**config.mk**
```make
export PLATFORM = sky130hd
export DESIGN_NAME = kickTimer
export DESIGN_NICKNAME = d
export VERILOG_FILES = /design/src/rtl/kt_pkg.sv /design/src/rtl/ktLfsrStep.sv /design/src/rtl/ktDatapath.sv /design/src/rtl/ktControl.sv /design/src/rtl/kickTimer.sv
export SDC_FILE = /design/constraint.sdc
export NUM_CORES = 1
export LEC_CHECK = 0
export CAP_MARGIN = 20
export CORE_MARGIN = 1
export CORE_UTILIZATION = 35
export DETAILED_ROUTE_END_ITERATION = 10
export PLACE_DENSITY = 0.59
export SLEW_MARGIN = 20
export SYNTH_ARGS = -nofsm -noshare
export SYNTH_HDL_FRONTEND = slang
export SYNTH_SLANG_ARGS = --single-unit
```
**constraint.sdc**
```tcl
create_clock -name clk -period 3.4 [get_ports clk]
set_input_delay 0.34 -clock clk [delete_from_list [all_inputs] [get_ports clk]]
set_output_delay 0.34 -clock clk [all_outputs]
set_load 0.01 [all_outputs]
```
**src/rtl/kt_pkg.sv**
```systemverilog
package kt_pkg;
  localparam int CTRL_W    = 17;
  localparam int CTRL_USED = 9;

  localparam int B_UP     = 8;
  localparam int B_EN     = 7;
  localparam int B_PER    = 6;
  localparam int B_WD     = 5;
  localparam int B_SEC    = 4;
  localparam int B_PSHI   = 3;
  localparam int B_PSLO   = 2;
  localparam int B_IRQSEL = 1;
  localparam int B_PDSTOP = 0;

  typedef struct packed {
    logic reload;   // count <= load register
    logic loadCnt;  // count <= incoming load value
    logic loadWr;   // load register <= incoming load value
    logic step;     // advance count by one
    logic up;       // direction of step / limit selection
  } dpStrobes_t;
endpackage

```
**src/rtl/ktLfsrStep.sv**
```systemverilog
module ktLfsrStep #(
  parameter int                 W    = 8,
  parameter logic [W-1:0]       TAPS = 8'h63
) (
  input  logic [W-1:0] cur,
  output logic [W-1:0] nxt
);
  // Left shift; feedback from the bit shifted out is folded into tap positions.
  for (genvar i = 0; i < W; i++) begin : g_bit
    if (i == 0) begin : g_lsb
      assign nxt[i] = cur[W-1] & TAPS[i];
    end else begin : g_up
      assign nxt[i] = cur[i-1] ^ (cur[W-1] & TAPS[i]);
    end
  end
endmodule

```
**src/rtl/ktDatapath.sv**
```systemverilog
module ktDatapath
  import kt_pkg::*;
#(
  parameter int CNT_W = 16
) (
  input  logic             clk,
  input  logic             rstN,
  input  dpStrobes_t       strobes,
  input  logic [CNT_W-1:0] loadWdata,
  output logic [CNT_W-1:0] count,
  output logic             atLimit
);
  localparam logic [CNT_W-1:0] ONE = {{(CNT_W-1){1'b0}}, 1'b1};

  logic [CNT_W-1:0] loadReg;
  logic [CNT_W-1:0] cnt;

  always_ff @(posedge clk or negedge rstN) begin
    if (!rstN) begin
      loadReg <= '0;
      cnt     <= '0;
    end else begin
      if (strobes.loadWr) loadReg <= loadWdata;
      if (strobes.reload)       cnt <= loadReg;
      else if (strobes.loadCnt) cnt <= loadWdata;
      else if (strobes.step)    cnt <= strobes.up ? cnt + ONE : cnt - ONE;
    end
  end

  always_comb atLimit = strobes.up ? (&cnt) : (cnt == '0);
  assign count = cnt;

  // load value copied into count
  a_r5_load_copy: assert property (@(posedge clk) disable iff (!rstN)
    (strobes.loadCnt && !strobes.reload) |=> (cnt == $past(loadWdata)));

  // a down step lowers the count by one
  a_r2_step_down: assert property (@(posedge clk) disable iff (!rstN)
    (strobes.step && !strobes.reload && !strobes.up) |=> (cnt == $past(cnt) - ONE));

  // an up step raises the count by one
  a_r2_step_up: assert property (@(posedge clk) disable iff (!rstN)
    (strobes.step && !strobes.reload && strobes.up) |=> (cnt == $past(cnt) + ONE));
endmodule

```
**src/rtl/ktControl.sv**
```systemverilog
module ktControl
  import kt_pkg::*;
#(
  parameter int              KEY_W    = 8,
  parameter logic [KEY_W-1:0] KEY_TAPS = 8'h63
) (
  input  logic                 clk,
  input  logic                 rstN,
  input  logic                 ctrlWe,
  input  logic [CTRL_USED-1:0] ctrlWdata,
  input  logic                 clrWe,
  input  logic [KEY_W-1:0]     clrWdata,
  input  logic                 loadWe,
  input  logic                 tick,
  input  logic                 pwrDown,
  input  logic                 atLimit,
  output dpStrobes_t           strobes,
  output logic [CTRL_USED-1:0] ctrlQ,
  output logic                 irq,
  output logic                 wdReset
);
  logic [CTRL_USED-1:0] ctrlReg;
  logic                 locked;
  logic [KEY_W-1:0]     keyReg;
  logic [KEY_W-1:0]     keyNext;

  logic secure, kickMatch, kickOk, kickBad;
  logic tickEn, stepOk, expire, wdExpire, resetEvt;

  ktLfsrStep #(.W(KEY_W), .TAPS(KEY_TAPS)) u_keyStep (
    .cur(keyReg),
    .nxt(keyNext)
  );

  always_comb begin
    secure    = ctrlReg[B_SEC];
    // A zero key can never be matched.
    kickMatch = (clrWdata == keyReg) && (keyReg != '0);
    kickOk    = clrWe && (!locked || !secure || kickMatch);
    kickBad   = clrWe && locked && secure && !kickMatch;
    // Every prescaler code divides the tick by one.
    tickEn    = tick;
    stepOk    = tickEn && ctrlReg[B_EN] && !(ctrlReg[B_PDSTOP] && pwrDown);

    strobes.up      = ctrlReg[B_UP];
    strobes.loadWr  = loadWe;
    strobes.loadCnt = loadWe && !kickOk;
    strobes.step    = stepOk && !kickOk && !loadWe;
    expire          = strobes.step && atLimit;
    strobes.reload  = kickOk || (expire && ctrlReg[B_PER]);

    wdExpire = expire && locked && !ctrlReg[B_IRQSEL];
    resetEvt = kickBad || wdExpire;
  end

  always_ff @(posedge clk or negedge rstN) begin
    if (!rstN) begin
      ctrlReg <= '0;
      locked  <= 1'b0;
      keyReg  <= '0;
      irq     <= 1'b0;
      wdReset <= 1'b0;
    end else begin
      if (ctrlWe && !locked) begin
        ctrlReg <= ctrlWdata;
        locked  <= ctrlWdata[B_WD];
      end
      if (clrWe && !locked)       keyReg <= clrWdata;
      else if (kickOk && secure)  keyReg <= keyNext;
      if (kickOk)                                         irq <= 1'b0;
      else if (expire && !(locked && !ctrlReg[B_IRQSEL])) irq <= 1'b1;
      wdReset <= resetEvt && !wdReset;
    end
  end

  assign ctrlQ = ctrlReg;

  // arming cannot be undone
  a_r8_lock_sticky: assert property (@(posedge clk) disable iff (!rstN)
    locked |=> locked);

  // control frozen once armed
  a_r8_ctrl_frozen: assert property (@(posedge clk) disable iff (!rstN)
    locked |=> $stable(ctrlReg));

  // a wrong secure kick requests reset
  a_r11_bad_kick: assert property (@(posedge clk) disable iff (!rstN)
    (clrWe && locked && secure && (clrWdata != keyReg) && !wdReset) |=> wdReset);

  // reset request is a single-cycle pulse
  a_r13_pulse: assert property (@(posedge clk) disable iff (!rstN)
    wdReset |=> !wdReset);

  // a zero key never leaves zero while armed
  a_r12_zero_stuck: assert property (@(posedge clk) disable iff (!rstN)
    (locked && keyReg == '0) |=> (keyReg == '0));

  // an unarmed clear always drops the interrupt
  a_r9_irq_drop: assert property (@(posedge clk) disable iff (!rstN)
    (clrWe && !locked) |=> !irq);
endmodule

```
**src/rtl/kickTimer.sv**
```systemverilog
module kickTimer
  import kt_pkg::*;
#(
  parameter int               CNT_W    = 16,
  parameter int               KEY_W    = 8,
  parameter logic [KEY_W-1:0] KEY_TAPS = 8'h63
) (
  input  logic                 clk,
  input  logic                 rstN,
  input  logic                 ctrlWe,
  input  logic [CTRL_USED-1:0] ctrlWdata,
  output logic [CTRL_W-1:0]    ctrlRdata,
  input  logic                 loadWe,
  input  logic [CNT_W-1:0]     loadWdata,
  input  logic                 clrWe,
  input  logic [KEY_W-1:0]     clrWdata,
  input  logic                 tick,
  input  logic                 pwrDown,
  output logic [CNT_W-1:0]     count,
  output logic                 irq,
  output logic                 wdReset
);
  localparam int PAD_W = CTRL_W - CTRL_USED;

  dpStrobes_t           strobes;
  logic                 atLimit;
  logic [CTRL_USED-1:0] ctrlQ;

  ktControl #(.KEY_W(KEY_W), .KEY_TAPS(KEY_TAPS)) u_ctrl (
    .clk      (clk),
    .rstN     (rstN),
    .ctrlWe   (ctrlWe),
    .ctrlWdata(ctrlWdata),
    .clrWe    (clrWe),
    .clrWdata (clrWdata),
    .loadWe   (loadWe),
    .tick     (tick),
    .pwrDown  (pwrDown),
    .atLimit  (atLimit),
    .strobes  (strobes),
    .ctrlQ    (ctrlQ),
    .irq      (irq),
    .wdReset  (wdReset)
  );

  ktDatapath #(.CNT_W(CNT_W)) u_dp (
    .clk      (clk),
    .rstN     (rstN),
    .strobes  (strobes),
    .loadWdata(loadWdata),
    .count    (count),
    .atLimit  (atLimit)
  );

  assign ctrlRdata = {{PAD_W{1'b0}}, ctrlQ};
endmodule

```
==> results of run 1 <==
## stage by stage
| step | instance area (um2) | power [mW] | hold WS (ns) | instances |
|---|---|---|---|---|
| after floorplan | 3360 | 2.32 | 0.0444 | 348 |
| after global placement | 4060 | 2.95 | 0.389 | 527 |
| after detailed placement | 4060 | 2.97 | 0.384 | 527 |
| after CTS | 4180 | 3.43 | 0.0545 | 535 |
| after global routing | 4180 | 3.69 | 0.0781 | 535 |
| final | 4180 | 3.41 | 0.0430 | 535 |
## cell type report
cell class | instances | area [um2] | share of cell area (%)
inverters | 5 | 18.8 | 0.449
clock inverters | 2 | 35.0 | 0.838
clock buffers | 6 | 82.6 | 1.98
well taps | 129 | 161 | 3.86
flip-flops and latches | 51 | 1280 | 30.5
multi-input cells | 270 | 1910 | 45.6
repair buffers | 72 | 701 | 16.8
## power groups by stage
stage	Sequential [mW]	Clock, mW	Combinational, mW
finish	1.05	0.446	1.92
detailed placement	1.06	0	1.91
global route	1.08	0.480	2.13
floorplan	1.02	0	1.30
CTS	1.05	0.459	1.92
global placement	1.06	0	1.89
## cell families (layout without fill, tap and decap cells)
| kind of cell | count (synthesis) | after routing | share of synthesized area (%) |
|---|---|---|---|
| AO/OA/AOI/OAI | 101 | 101 | 20.6 |
| flip-flops | 51 | 51 | 38.3 |
| XOR/XNOR | 20 | 20 | 5.25 |
| AND/OR/NAND/NOR | 93 | 93 | 13.6 |
| adder cells (fa/ha/maj) | 15 | 15 | 5.85 |
| multiplexers | 33 | 33 | 10.8 |
| other | 1 | 8 | 0.112 |
| buffers and inverters | 27 | 85 | 5.55 |
## synthesized netlist by cell type, types with 2 or more instances
cell type	number	share of area, %
nand4_1	7	1.3
a222oi_1	3	0.90
o21ai_0	24	3.6
a21oi_1	19	2.9
a221o_1	2	0.60
mux2i_1	10	3.0
nor4_1	5	0.94
o21bai_1	2	0.45
a2bb2oi_1	2	0.53
a31oi_1	4	0.75
nor3_1	11	1.7
a211o_1	2	0.53
or2_2	2	0.38
o31a_1	2	0.53
o211ai_2	2	0.75
mux2_2	23	7.8
inv_1	5	0.56
o211ai_1	3	0.68
and3_1	3	0.56
buf_2	2	0.30
nor2_1	18	2.0
a211oi_1	7	1.6
o21ai_1	3	0.45
xnor2_1	9	2.4
dfrtp_1	51	38
nand2b_1	2	0.38
nand2_1	27	3.0
nand3_1	10	1.5
ha_1	14	5.3
buf_4	11	2.5
a21o_1	7	1.6
a22oi_1	9	2.0
buf_6	4	1.4
xor2_1	11	2.9
clkbuf_1	3	0.34
or4_1	2	0.45
o31ai_1	2	0.45
## layer usage
metal	global-route usage (%)	wire [um]	vias to the layer above	part of all wire [%]
met3	4.01	613	3	7.1
li1	-	-	1390	-
met2	30.6	4010	108	47
met1	24.0	3930	1405	46
met4	3.62	33	0	0.38
met5	0	0	-	0
## worst max-delay path, cell delays in order (launching register included)
cell,delay [ns]
dfrtp_1,0.45
inv_1,0.54
ha_1,0.40
a211oi_1,0.41
o21ai_0,0.25
a31oi_1,0.32
o21bai_1,0.10
a21oi_1,0.18
xor2_1,0.21
o211ai_2,0.09
## placed cells by master, fill, tap and decap left out, drive strengths merged, types with 8 or more instances in the layout
cell type      count
a22oi              9
dfrtp             51
xor2              11
xnor2              9
mux2              23
o21ai             27
ha                14
clkdlybuf4s50     65
a21oi             19
nor3              11
conb               8
nor2              18
nand3             10
nand2             27
mux2i             10
## flip-flops by register name (all words and copies together), names as in the netlist
signal,count
u_dp.count,16
u_dp.loadReg,16
u_ctrl.ctrlQ,9
u_ctrl.keyReg,8
u_ctrl.irq,1
u_ctrl.wdReset,1
## how the worst min path moves through the flow
stage,depth (start not counted),from,endpoint,slack (ns)
finish,1,rstN,u_ctrl.keyReg[2],0.04
global route,1,rstN,u_dp.count[3],0.08
CTS,1,rstN,u_ctrl.keyReg[2],0.05
detailed placement,1,rstN,u_ctrl.keyReg[1],0.38
global placement,1,rstN,u_ctrl.keyReg[3],0.39
floorplan,0,rstN,u_ctrl.ctrlQ[0],0.04
==> out/qor.yml, run 1 <==
floorplanning:
  coreArea_um2: 9240
  die_x_um: 99.6
  io_pins: 75
  start_util_pct: 36.1
  num_rows: 35
  die_area_um2: 9930
  die_height_um: 99.6
critical_path:
  critPathLaunch: "u_ctrl.ctrlQ[8]"
  critical_path.reg2reg.endpoint: "u_dp.count[10]"
  r2r_cells: 9
  setup.worst_path.class: "flip-flop to flip-flop"
  arrival_ns: 3.26
  r2r-start: "u_ctrl.ctrlQ[8]"
  worstSetupEndpointType: "flip-flop"
  crit_required_ns: 3.58
  start_kind: "flip-flop"
  r2r_slack_ns: 0.33
  cp_max_fo: 16
  endpoint: "u_dp.count[10]"
global_routing:
  grtUsageTotal_pct: 18.2
  grt_pass1_vias: 2844
  antenna_found_initial: 0
  grt_overflow: 0
  grt_pass1_wl_mm: 14.3
  grt_start_max_net_pins: 27
placement:
  dp_slack_ns: 0.373
  place.gp.congestion: 0.828
  hpwlAfterDp_mm: 6.45
  port_buffers: 66
timing:
  period_needed_ns: 3.07
  setup_viol_count_final: 0
  max_freq_ghz: 0.325
  skew_ns: 0.00587
  worst_slack_ns: 0.325
  rsz0062_at_grt: "false"
  slew_headroom_pct: 37.7
  min_period_over_period_pct: 90.4
  setup-tns-final_ns: 0
  finalHoldViolations: 0
  timing.final.max_slew_violations: 0
  tightest_slew_ns: 0.935
drt:
  wl_per_cell_um: 16.1
  drt-vias-per-instance: 5.43
  drt_iter0_drc: 179
  firstDrtPassIters: 5
  ant_nets: 0
  vias: 2906
  drt-total-wl_mm: 8.59
  drc: 0
yosys:
  synth-seq-cells: 51
  async_flop_share_pct: 100
  seq_area_frac_synth_pct: 38.3
  syn_inst: 341
  syn-cell-area_um2: 3340
  synth.distinct_cells: 55
  synth_flop_cell: "dfrtp_1"
  ys.warnings.count: 0
  synth_edf_count: 0
  syn_area_per_cell_um2: 9.78
clock_tree:
  cts.sinks: 51
  clk_pin_slew_ns: 0.09
  clkLatencyLatePin_ns: 0.30
  ctsResizeCount: 0
  cts_buffers: 5
  cts_buffer_depth: 2
  post_cts_buffers: 0
  cts_root_buf: "clkbuf_8"
  hold_buffers: 0
  htreeDepth: 2
  tritoncts: "built"
pwr:
  p_per_area_nw_per_um2: 817
  switchingPower_mw: 1.47
  ir_drop_v: 0.000276
  p_clk_share_pct: 13.1
  intPower_mw: 1.94
  power.share.switching_pct: 43.1
  p_comb_share_pct: 56.3
  p_seq_share_pct: 30.7
  leakagePower_nw: 1.74
layout:
  areaGrowthSynthToFinish_pct: 25.3
  fin_nets: 460
  fill_cells: 904
  drive_gt1_share_pct: 11.3
  postLayoutCoreUtil_pct: 45.2
  diodes: 0
outcome:
  status: "finished, final reports clean"
hold_path:
  hp-class: "primary input to asynchronous set/reset pin"
run:
  drv_cap: 0
(Power assumes the default switching activity.)
==> run 2, diff against run 1 <==
--- a/config.mk
+++ b/config.mk
@@ -9,6 +9,7 @@
 export CORE_MARGIN = 1
 export CORE_UTILIZATION = 35
 export DETAILED_ROUTE_END_ITERATION = 10
+export HOLD_SLACK_MARGIN = 0.08
 export PLACE_DENSITY = 0.59
 export SLEW_MARGIN = 20
 export SYNTH_ARGS = -nofsm -noshare
==> run 2 against run 1 <==
- register-to-register slack about the same
- cell count up 0.19%
- flip-flop and latch count unchanged
- critical path depth unchanged
- via count down 0.14%
- worst setup slack worse by 0.013 ns
- sequential power about the same
- critical endpoint unchanged
- largest power group unchanged
==> out/qor.yml, run 2 (same netlist as run 1, synthesis figures left out) <==
hold_path:
  hp-class: "flip-flop to flip-flop"
pwr:
  leakagePower_nw: 1.74  # +0.24%
  p_per_area_nw_per_um2: 817  # about the same
  ir_drop_v: 0.000276  # -0.10%
layout:
  diodes: 0  # unchanged
  layout.cells.most_common: "clkdlybuf4s50_1"
  final_cell_mix: "clkdlybuf4s50_1 (65), dfrtp_1 (51), nand2_1 (27)"
  areaGrowthSynthToFinish_pct: 25.6
  fin_nets: 461  # +0.22%
  drive_gt1_share_pct: 11.3  # -0.028 points
  postLayoutCoreUtil_pct: 45.3  # +0.11 points
clock_tree:
  cts_root_buf: "clkbuf_8"
  tritoncts: "built"
  cts_buffers: 5  # unchanged
  cts_buffer_depth: 2  # unchanged
  clk_pin_slew_ns: 0.09  # about the same
  htreeDepth: 2  # unchanged
  cts.sinks: 51  # unchanged
  ctsResizeCount: 0  # unchanged
  clkLatencyLatePin_ns: 0.30  # about the same
timing:
  slew_headroom_pct: 38.1  # +0.42 points
  timing.final.max_slew_violations: 0  # unchanged
  tightest_slew_ns: 0.929  # -0.00631 ns
  setup-tns-final_ns: 0  # unchanged
  worst_slack_ns: 0.312  # -0.0129 ns
  finalHoldViolations: 0  # unchanged
  min_period_over_period_pct: 90.8  # +0.38 points
  period_needed_ns: 3.09  # +0.0129 ns
  setup_viol_count_final: 0  # unchanged
  max_freq_ghz: 0.324  # -0.42%
  skew_ns: 0.00491  # -0.000962 ns
  rsz0062_at_grt: "false"
drt:
  drc: 0  # unchanged
  drt-total-wl_mm: 8.66  # +0.85%
  wl_per_cell_um: 16.2  # +0.66%
  ant_nets: 0  # unchanged
  vias: 2902  # -0.14%
  drt_iter0_drc: 171  # -4.5%
  drt-vias-per-instance: 5.41  # -0.32%
  firstDrtPassIters: 6  # +1
run:
  drv_cap: 0  # unchanged
critical_path:
  crit_required_ns: 3.58  # about the same
  setup.worst_path.class: "flip-flop to flip-flop"
  start_kind: "flip-flop"
  worstSetupEndpointType: "flip-flop"
  arrival_ns: 3.27  # about the same
  cp_slowest_cell: "inv_1"
  cp_max_fo: 16  # unchanged
  max_stage_delay_ns: 0.55  # about the same
  path_cells: "inv_1, ha_1, a211oi_1, o21ai_0, a31oi_1, o21bai_1, a21oi_1, xor2_1, o211ai_2"
floorplanning:
  num_rows: 35  # unchanged
  die_x_um: 99.6  # unchanged
  die_height_um: 99.6  # unchanged
  start_util_pct: 36.1  # unchanged
  die_area_um2: 9930  # unchanged
  io_pins: 75  # unchanged
  coreArea_um2: 9240  # unchanged
global_routing:
  antenna_found_initial: 0  # unchanged
  grt_start_max_net_pins: 27  # unchanged
  grt_overflow: 0  # unchanged
  grt_pass1_wl_mm: 14.3  # unchanged
  grt_pass1_vias: 2842  # -0.070%
  grtUsageTotal_pct: 18.2  # unchanged
placement:
  port_buffers: 66  # unchanged
  hpwlAfterDp_mm: 6.45  # unchanged
  dp_slack_ns: 0.373  # unchanged
  place.gp.congestion: 0.828  # unchanged
outcome:
  status: "finished, final reports clean"
## run 2: changes by cell type in the layout (fill, tap and decap cells not counted)
| cell | delta |
|---|---|
| dlygate4sd3_1 | +1 |
## run 2: power by group
group | internal [mW] | switching [mW]
clock | 0.239 | 0.206
combinational | 0.922 | 1.01
sequential | 0.782 | 0.266
## run 2: final cells by class
type	count	area (um2)
clock inverters	2	35.0
fillers	900	5050
repair buffers	73	711
well taps	129	161
inverters	5	18.8
multi-input cells	270	1910
clock buffers	6	82.6
flip-flops and latches	51	1280
## run 2: stage by stage
stage | cell area (um2) | std cells | total power, mW | hold slack (ns)
after floorplan | 3360 | 348 | 2.32 | 0.0444
after global placement | 4060 | 527 | 2.95 | 0.389
after detailed placement | 4060 | 527 | 2.97 | 0.384
after CTS | 4190 | 536 | 3.43 | 0.505
after global routing | 4190 | 536 | 3.69 | 0.531
final | 4190 | 536 | 3.42 | 0.498
## run 2: timing repair
| item | in CTS | in global routing |
|---|---|---|
| endpoints found under the hold margin | 25 | 0 |
| endpoints found under the setup margin | 0 | 0 |
| buffers inserted | 0 | 0 |
| hold buffers | 1 | 0 |
## run 2: metal layers
| layer | global-route usage [%] | wire [um] | up-vias | part of all wire [%] |
|---|---|---|---|---|
| met5 | 0 | 0 | - | 0 |
| met4 | 3.62 | 55 | 0 | 0.63 |
| met3 | 4.01 | 597 | 5 | 6.9 |
| met2 | 30.6 | 4050 | 106 | 47 |
| met1 | 24.0 | 3960 | 1396 | 46 |
| li1 | - | - | 1395 | - |
## run 2: path summary, 6_finish.rpt
kind	endpoint	slack [ns]	start	cells after the start
min in group asynchronous	u_ctrl.keyReg[3]	0.58	rstN	2
max in group asynchronous	u_dp.loadReg[15]	2.03	rstN	3
worst max register to register	u_dp.count[10]	0.31	u_ctrl.ctrlQ[8]	9
worst max-delay path	u_dp.count[10]	0.31	u_ctrl.ctrlQ[8]	9
worst min-delay path	u_dp.count[4]	0.50	u_dp.loadReg[4]	2
worst min register to register	u_dp.count[4]	0.50	u_dp.loadReg[4]	2
## run 2: worst max-delay path, delay by kind of cell (launching register included)
family / cells / cell delay, ns
AO/OA/AOI/OAI: 6 / 1.34
XOR/XNOR: 1 / 0.21
adder cells (fa/ha/maj): 1 / 0.40
buffers and inverters: 1 / 0.55
flip-flops: 1 / 0.45
